==> config.mk <==
export PLATFORM = sky130hd
export DESIGN_NAME = keyed_wdt
export DESIGN_NICKNAME = d
export VERILOG_FILES = /design/src/rtl/wdt_pkg.sv /design/src/rtl/wdt_keyseq.sv /design/src/rtl/wdt_countdown.sv /design/src/rtl/keyed_wdt.sv
export SDC_FILE = /design/constraint.sdc
export NUM_CORES = 1
export LEC_CHECK = 0
export BUFFER_PORTS_ARGS = -buffer_cell sky130_fd_sc_hd__buf_2
export CAP_MARGIN = 15
export CORE_MARGIN = 5
export CORE_UTILIZATION = 55
export DETAILED_ROUTE_END_ITERATION = 8
export PLACE_DENSITY = 0.81
export REMOVE_ABC_BUFFERS = 1
export SKIP_CTS_REPAIR_TIMING = 1
export SYNTH_ARGS = -nofsm -noshare
export SYNTH_HDL_FRONTEND = slang
export SYNTH_SLANG_ARGS = --single-unit
export TNS_END_PERCENT = 30
==> constraint.sdc <==
create_clock -name clk -period 3.8 [get_ports clk]
set_input_delay 0.38 -clock clk [delete_from_list [all_inputs] [get_ports clk]]
set_output_delay 0.38 -clock clk [all_outputs]
set_load 0.05 [all_outputs]
==> src/rtl/wdt_pkg.sv <==
package wdt_pkg;
   localparam int REG_W        = 32;
   localparam int RELOAD_MAX_W = 24;
   localparam int EN_LSB       = 24;
   localparam int SVC_LSB      = 26;
   localparam int RUN_BIT      = 31;
   typedef logic [1:0] key_t;
   localparam key_t KEY_ARM = 2'd1;
   localparam key_t KEY_GO  = 2'd2;
endpackage

==> src/rtl/wdt_keyseq.sv <==
module wdt_keyseq
   import wdt_pkg::*;
(
   input  logic clk,
   input  logic rst_n,
   input  logic wr_en,
   input  key_t field,
   output logic fire
);
   logic armed;

   always_ff @(posedge clk) begin
      if (!rst_n)
         armed <= 1'b0;
      else if (wr_en)
         armed <= (field == KEY_ARM);
   end

   assign fire = wr_en && armed && (field == KEY_GO);


   arm_on_one_chk: assert property (@(posedge clk) disable iff (!rst_n)
      (wr_en && field == KEY_ARM) |=> armed);

   disarm_on_other_chk: assert property (@(posedge clk) disable iff (!rst_n)
      (wr_en && field != KEY_ARM) |=> !armed);
endmodule

==> src/rtl/wdt_countdown.sv <==
module wdt_countdown #(
   parameter int RELOAD_W = 24,
   parameter int PRE_W    = 8
) (
   input  logic                clk,
   input  logic                rst_n,
   input  logic                active,
   input  logic                load,
   input  logic [RELOAD_W-1:0] load_val,
   output logic                expire
);
   logic [RELOAD_W-1:0] cnt;
   logic                halted;
   logic                tick;
   logic                step;

   assign step = active && !halted;

   generate
      if (PRE_W < 0 || PRE_W > 16) begin : g_bad_pre
         $error("wdt_countdown: PRE_W out of range");
      end
      if (PRE_W > 0) begin : g_pre
         logic [PRE_W-1:0] pre;
         always_ff @(posedge clk) begin
            if (!rst_n || load)
               pre <= '0;
            else if (step)
               pre <= pre + 1'b1;
         end
         assign tick = (pre == {PRE_W{1'b1}});
      end else begin : g_nopre
         assign tick = 1'b1;
      end
   endgenerate

   always_ff @(posedge clk) begin
      if (!rst_n) begin
         cnt    <= '0;
         halted <= 1'b0;
         expire <= 1'b0;
      end else if (load) begin
         cnt    <= load_val;
         halted <= 1'b0;
         expire <= 1'b0;
      end else begin
         expire <= 1'b0;
         if (step) begin
            if (cnt == '0 || (cnt == 1 && tick)) begin
               cnt    <= '0;
               halted <= 1'b1;
               expire <= 1'b1;
            end else if (tick) begin
               cnt <= cnt - 1'b1;
            end
         end
      end
   end


   single_pulse_chk: assert property (@(posedge clk) disable iff (!rst_n)
      expire |=> !expire);

   expire_needs_run_chk: assert property (@(posedge clk) disable iff (!rst_n)
      expire |-> $past(active));
endmodule

==> src/rtl/keyed_wdt.sv <==
module keyed_wdt
   import wdt_pkg::*;
#(
   parameter int RELOAD_W = 24,
   parameter int PRE_W    = 8
) (
   input  logic        clk,
   input  logic        rst_n,
   input  logic        wr_en,
   input  logic [31:0] wr_data,
   output logic [31:0] rd_data,
   output logic        wdt_expire
);
   logic                en_fire;
   logic                svc_fire;
   logic                run_q;
   logic                load;
   logic [RELOAD_W-1:0] reload_q;
   logic                unused_wr;

   generate
      if (RELOAD_W < 1 || RELOAD_W > RELOAD_MAX_W) begin : g_bad_w
         $error("keyed_wdt: RELOAD_W out of range");
      end
      if (RELOAD_W < RELOAD_MAX_W) begin : g_pad
         assign unused_wr = ^{wr_data[31:28], wr_data[RELOAD_MAX_W-1:RELOAD_W]};
      end else begin : g_full
         assign unused_wr = ^wr_data[31:28];
      end
   endgenerate

   wdt_keyseq u_en_key (
      .clk   (clk),
      .rst_n (rst_n),
      .wr_en (wr_en),
      .field (wr_data[EN_LSB+1:EN_LSB]),
      .fire  (en_fire)
   );

   wdt_keyseq u_svc_key (
      .clk   (clk),
      .rst_n (rst_n),
      .wr_en (wr_en),
      .field (wr_data[SVC_LSB+1:SVC_LSB]),
      .fire  (svc_fire)
   );

   always_ff @(posedge clk) begin
      if (!rst_n) begin
         run_q    <= 1'b0;
         reload_q <= '0;
      end else begin
         if (en_fire)
            run_q <= !run_q;
         if (wr_en)
            reload_q <= wr_data[RELOAD_W-1:0];
      end
   end

   assign load = (en_fire && !run_q) || (svc_fire && run_q);

   wdt_countdown #(.RELOAD_W(RELOAD_W), .PRE_W(PRE_W)) u_cnt (
      .clk      (clk),
      .rst_n    (rst_n),
      .active   (run_q),
      .load     (load),
      .load_val (wr_data[RELOAD_W-1:0]),
      .expire   (wdt_expire)
   );

   always_comb begin
      rd_data                 = '0;
      rd_data[RELOAD_W-1:0]   = reload_q;
      rd_data[RUN_BIT]        = run_q;
   end


   run_stable_chk: assert property (@(posedge clk) disable iff (!rst_n)
      !$past(wr_en) |-> $stable(rd_data[RUN_BIT]));

   reload_store_chk: assert property (@(posedge clk) disable iff (!rst_n)
      wr_en |=> rd_data[RELOAD_W-1:0] == $past(wr_data[RELOAD_W-1:0]));

   reserved_zero_chk: assert property (@(posedge clk) disable iff (!rst_n)
      rd_data[30:24] == 7'd0);
endmodule

### Word level (Yosys, flattened, before mapping)

Cells that the tools add are included.

| storage, ports and cells | value |
|---|---|
| register bits | 61 |
| input bits | 35 |
| output and inout port bits | 33 |
| word-level logic and storage cells | 44 |

| cells by class | value |
|---|---|
| add/subtract/negate cells | 2 |
| equality and inequality tests | 6 |
| multiplexer cells | 5 |
| bitwise logic cells | 2 |
| reduce and logical (&&, ||, !) cells | 21 |

Operator list:

| kind | count |
|---|---|
| $mux W24 | 4 |
| $eq A24 B1 Y1 const B | 1 |
| $logic_not A24 Y1 | 1 |
| $sub A24 B1 Y24 const B | 1 |
| $add A8 B1 Y8 const B | 1 |
| $eq A8 B8 Y1 const B | 1 |
| $logic_and A1 B1 Y1 | 8 |
| $eq A2 B1 Y1 const B | 2 |
| $eq A2 B2 Y1 const B | 2 |
| $reduce_and A2 Y1 | 2 |
| $logic_not A1 Y1 | 3 |
| $logic_or A1 B1 Y1 | 3 |
| $reduce_bool A3 Y1 | 1 |
| $reduce_or A3 Y1 | 1 |
| $not A1 Y1 | 2 |
| $reduce_bool A2 Y1 | 1 |
| $reduce_or A2 Y1 | 1 |
| $mux W1 | 1 |

### Longest topological paths before layout

| depth | value |
|---|---|
| depth in word-level cells | 6 |
| depth in mapped cells | 9 |
| gate-level depth less buffers | 8 |

### By module

A second synthesis with hierarchy kept.

| second synthesis, totals | value |
|---|---|
| cells, all modules | 360 |
| area total of the unflattened synthesis | 3171.8 µm² |

By module, submodules not included:

| module | times used | cells each | area each (µm²) | seq. area each (µm²) |
|---|---|---|---|---|
| wdt_countdown | 1 | 260 | 2031.9 | 680.7 |
| keyed_wdt | 1 | 90 | 1039.7 | 500.5 |
| wdt_keyseq | 2 | 5 | 50.0 | 20.0 |

### Least setup slack after synthesis

Ideal clock, no wire load.

| path | value |
|---|---|
| kind | register to register |
| from | reg u_cnt.g_pre.pre[0] |
| to | reg u_cnt.cnt[22] |
| setup time | 133 ps |
| arrival time | 1665 ps |
| required time | 3667 ps |
| path slack | 2002 ps |
| cell stages (with the launch flop) | 9 |
| path buffers | 1 |
| clock period less this slack | 1798 ps |
| cells stage by stage | dfxtp_1 -> ha_1 -> nand3b_1 -> or3_1 -> clkbuf_1 -> o21ai_2 -> nor2_1 -> o21ai_0 -> a31oi_1 |

| on the way | value |
|---|---|
| longest elaborated chain between the ends | 6 |
| elaborated cells between the ends (all ways) | 8 |
| classes of those cells | eq/ne: 1; mux: 3; reduce/logical: 4 |

Ends and longest elaborated chain:

| what | line | source |
|---|---|---|
| start: declaration | wdt_countdown.sv:24 | `logic [PRE_W-1:0] pre;` |
| start signal: assignment | wdt_countdown.sv:29 | `pre <= pre + 1'b1;` |
| $eq A8 B8 Y1 * | wdt_countdown.sv:31 | `assign tick = (pre == {PRE_W{1'b1}});` |
| $logic_and A1 B1 Y1 | wdt_countdown.sv:49 | `if (cnt == '0 \|\| (cnt == 1 && tick)) begin` |
| $logic_or A1 B1 Y1 | wdt_countdown.sv:49 |  |
| $mux W24 | wdt_countdown.sv:49 |  |
| $mux W24 | wdt_countdown.sv:48 | `if (step) begin` |
| $mux W24 | wdt_countdown.sv:42 | `end else if (load) begin` |
| end signal: assignment | wdt_countdown.sv:43 | `cnt <= load_val;` |
| end signal: assignment | wdt_countdown.sv:54 | `cnt <= cnt - 1'b1;` |
| end: declaration | wdt_countdown.sv:12 | `logic [RELOAD_W-1:0] cnt;` |

Mark *: on every way between the ends. The rest lies on a longest branch, timed or not. The select of a mux whose other input is x is not followed.
A chain may end at the register's enable or synchronous reset.

### Worst setup path after layout

| path | value |
|---|---|
| from | reg u_cnt.cnt[8] |
| to | reg u_cnt.cnt[15] |

| on the way | value |
|---|---|
| longest elaborated chain between the ends | 6 |
| elaborated cells between the ends (all ways) | 11 |
| classes of those cells | add/sub: 1; eq/ne: 1; mux: 4; reduce/logical: 5 |

Ends and longest elaborated chain:

| what |
|---|
| parallel branches: the longest is 6 deep, another holds $sub A24 B1 Y24 |

Several ways; the timed one is not identified. The select of a mux whose other input is x is not followed.

==> impl_metrics.ini <==
[worst_setup_path]
reg2reg_depth = 6
slowest_stage = o21ai_1
crit_path_start_kind = register
arrival_ns = 2.74
max_stage_delay_ns = 0.75
path_cells = nor3_2, nand4_1, o21ai_1, nor2_1, a32oi_1, nand3_1
crit_required_ns = 4.02
worst-r2r-setup-slack_ns = 1.28
crit_type = reg2reg
crit_fanout = 11
end_kind = register

[timing]
fin_setup_tns_ns = 0
final-hold-violation-count = 0
rsz0062_at_grt = false
tightestPinTransition_ns = 0.906
post-route-period-util = 0.664
fin_skew_ns = 0.00924
period_needed_ns = 2.52
slew_headroom = 0.392
final-max-slew-violation-count = 0
setup_viol = 0
clock.fmax_mhz = 396

[routing]
dr.pass1.iters = 4
routed_via_density = 5.75
drtIter0Drc = 198
vias = 2813
drc = 0
drt-total-wl_um = 7370
wl_per_cell_um = 15.1
final_antenna_net_count = 0

[power]
p_switching_uw = 418
swShare = 0.288
max-vdd-ir-drop_uv = 254
powerDensity_nw_per_um2 = 409
p_leak_uw = 0.00159
total_power_uw = 1450
p_clk_frac = 0.401
power_frac_comb = 0.139
internal_power_uw = 1030
seq_power_share = 0.459

[synthesis]
syn_avg_cell_area_um2 = 8.51
synth_edf_count = 0
synth_cells = 359
netlist_area_um2 = 3060
synth-seq-area-share = 0.400
synth_ff_type = dfxtp_1
synth_cell_types = 52
yosys_warnings = 0
synth_seq_cells = 61
async_flop_share = 0

[cts]
cts_max_path_buffers = 2
cts_tree = built
clk-insertion-delay-late_ns = 0.35
clock-root-buffer = clkbuf_8
numCtsBuffers = 9
clock-sinks = 61
path_clk_slew_ns = 0.07
cts_htree_levels = 3

[place]
dp_hpwl_um = 5120
place.gp.congestion = 0.894
place_area_um2 = 3350
port-buffer-count = 56

[finish]
fillers = 484
syn_to_final_growth_pct = 16.2
drive_above_1_share = 0.211
most-common-layout-cells = dfxtp_1 (61), buf_2 (56), nor2_1 (48), nand2_1 (39), mux2i_1 (26)
n_antenna_cell = 0
fin_nets = 451
final_common_cell = dfxtp_1
final_area_um2 = 3550

[die]
core_area_um2 = 5440
die-area_um2 = 7150
initial_core_util = 0.562
die_y_um = 84.5
rows = 27
io_pins = 68
die_w_um = 84.5

[global_routing]
grt_usage = 0.214
first_global_vias = 2740
grt_pass1_wl_um = 12500
grt.overflow.total = 0
antenna_found_initial = 0
grt_max_degree = 35

[run]
cap_violations = 0

[run_status]
status = finished clean

[min_path]
min_path_type = in2reg
whs_path_depth = 3
## through the flow
step	std cells	hold WS (ns)	setup WS, ns	util
after floorplan	342	0.441	1.29	-
after global placement	473	0.453	1.19	0.616
after detailed placement	473	0.467	1.10	0.616
after CTS	489	0.257	1.29	0.653
after global routing	489	0.276	0.922	0.653
final	489	0.268	1.28	0.653
## path summary, 6_finish.rpt
check,from,endpoint
min reg2reg,u_svc_key.armed$_SDFFE_PN0P_,u_svc_key.armed$_SDFFE_PN0P_
min,wr_data[14],u_cnt.cnt[14]$_SDFFE_PN0P_
max,u_cnt.cnt[8]$_SDFFE_PN0P_,u_cnt.cnt[15]$_SDFFE_PN0P_
max reg2reg,u_cnt.cnt[8]$_SDFFE_PN0P_,u_cnt.cnt[15]$_SDFFE_PN0P_
## cell type report
| class | instances | area (um2) | area share |
|---|---|---|---|
| flip-flops and latches | 61 | 1220 | 0.344 |
| clock buffers | 10 | 138 | 0.0388 |
| inverters | 6 | 22.5 | 0.00634 |
| repair buffers | 59 | 303 | 0.0853 |
| multi-input cells | 275 | 1710 | 0.483 |
| clock inverters | 6 | 62.6 | 0.0176 |
| well taps | 72 | 90.1 | 0.0254 |
## layer usage
| metal | global-route usage | share of wire |
|---|---|---|
| met3 | 0.0589 | 0.059 |
| met1 | 0.258 | 0.43 |
| met2 | 0.364 | 0.49 |
| met5 | 0 | 0 |
| met4 | 0.0820 | 0.014 |
## flip-flops by register name, summed over array words and instances (netlist names)
signal / flops
reload_q: 24
run_q: 1
u_cnt.cnt: 24
u_cnt.expire: 1
u_cnt.g_pre.pre: 8
u_cnt.halted: 1
u_en_key.armed: 1
u_svc_key.armed: 1
## power by group through the flow
stage / combinational [uW] / sequential [uW] / clock, uW
floorplan: 87.6 / 734 / 0
CTS: 202 / 667 / 589
global placement: 198 / 681 / 0
finish: 202 / 667 / 583
global route: 219 / 670 / 615
detailed placement: 201 / 681 / 0
## worst max-delay path: cells and delay by family, from the launching register on
family / cells / cell delay, ns
AOI/OAI and AO/OA: 2 / 0.99
DFF: 1 / 0.37
and+or+nand+nor: 4 / 1.03
## cells in the mapped netlist, drive strengths merged, types with 2 or more instances
cell type	instances	area share
dfxtp	61	0.40
nor2	48	0.059
nand2	39	0.048
mux2i	26	0.085
a21oi	21	0.034
nor3	18	0.034
o21ai	15	0.026
nand3	13	0.021
buf	12	0.026
clkbuf	11	0.014
xor2	11	0.032
a22oi	9	0.022
nor4	7	0.027
a31oi	6	0.012
nand4	6	0.017
inv	5	0.0061
ha	4	0.016
nand3b	4	0.0098
o211ai	4	0.0098
or3	4	0.0082
xnor2	4	0.011
nand2b	3	0.0061
a2bb2oi	2	0.0057
a32oi	2	0.0057
nor3b	2	0.0049
o21ba	2	0.0066
o221ai	2	0.0057
o311ai	2	0.0057
or4	2	0.0049
## logic make-up after synthesis
| family | after synthesis | share of synthesized area |
|---|---|---|
| other | 1 | 0.00123 |
| DFF | 61 | 0.400 |
| xor gates and xnor gates | 15 | 0.0430 |
| AOI/OAI and AO/OA | 71 | 0.151 |
| and+or+nand+nor | 152 | 0.257 |
| buffers and inverters | 29 | 0.0467 |
| adders and majority gates | 4 | 0.0164 |
| muxes | 26 | 0.0852 |
Power figures use the tool's default switching activity.
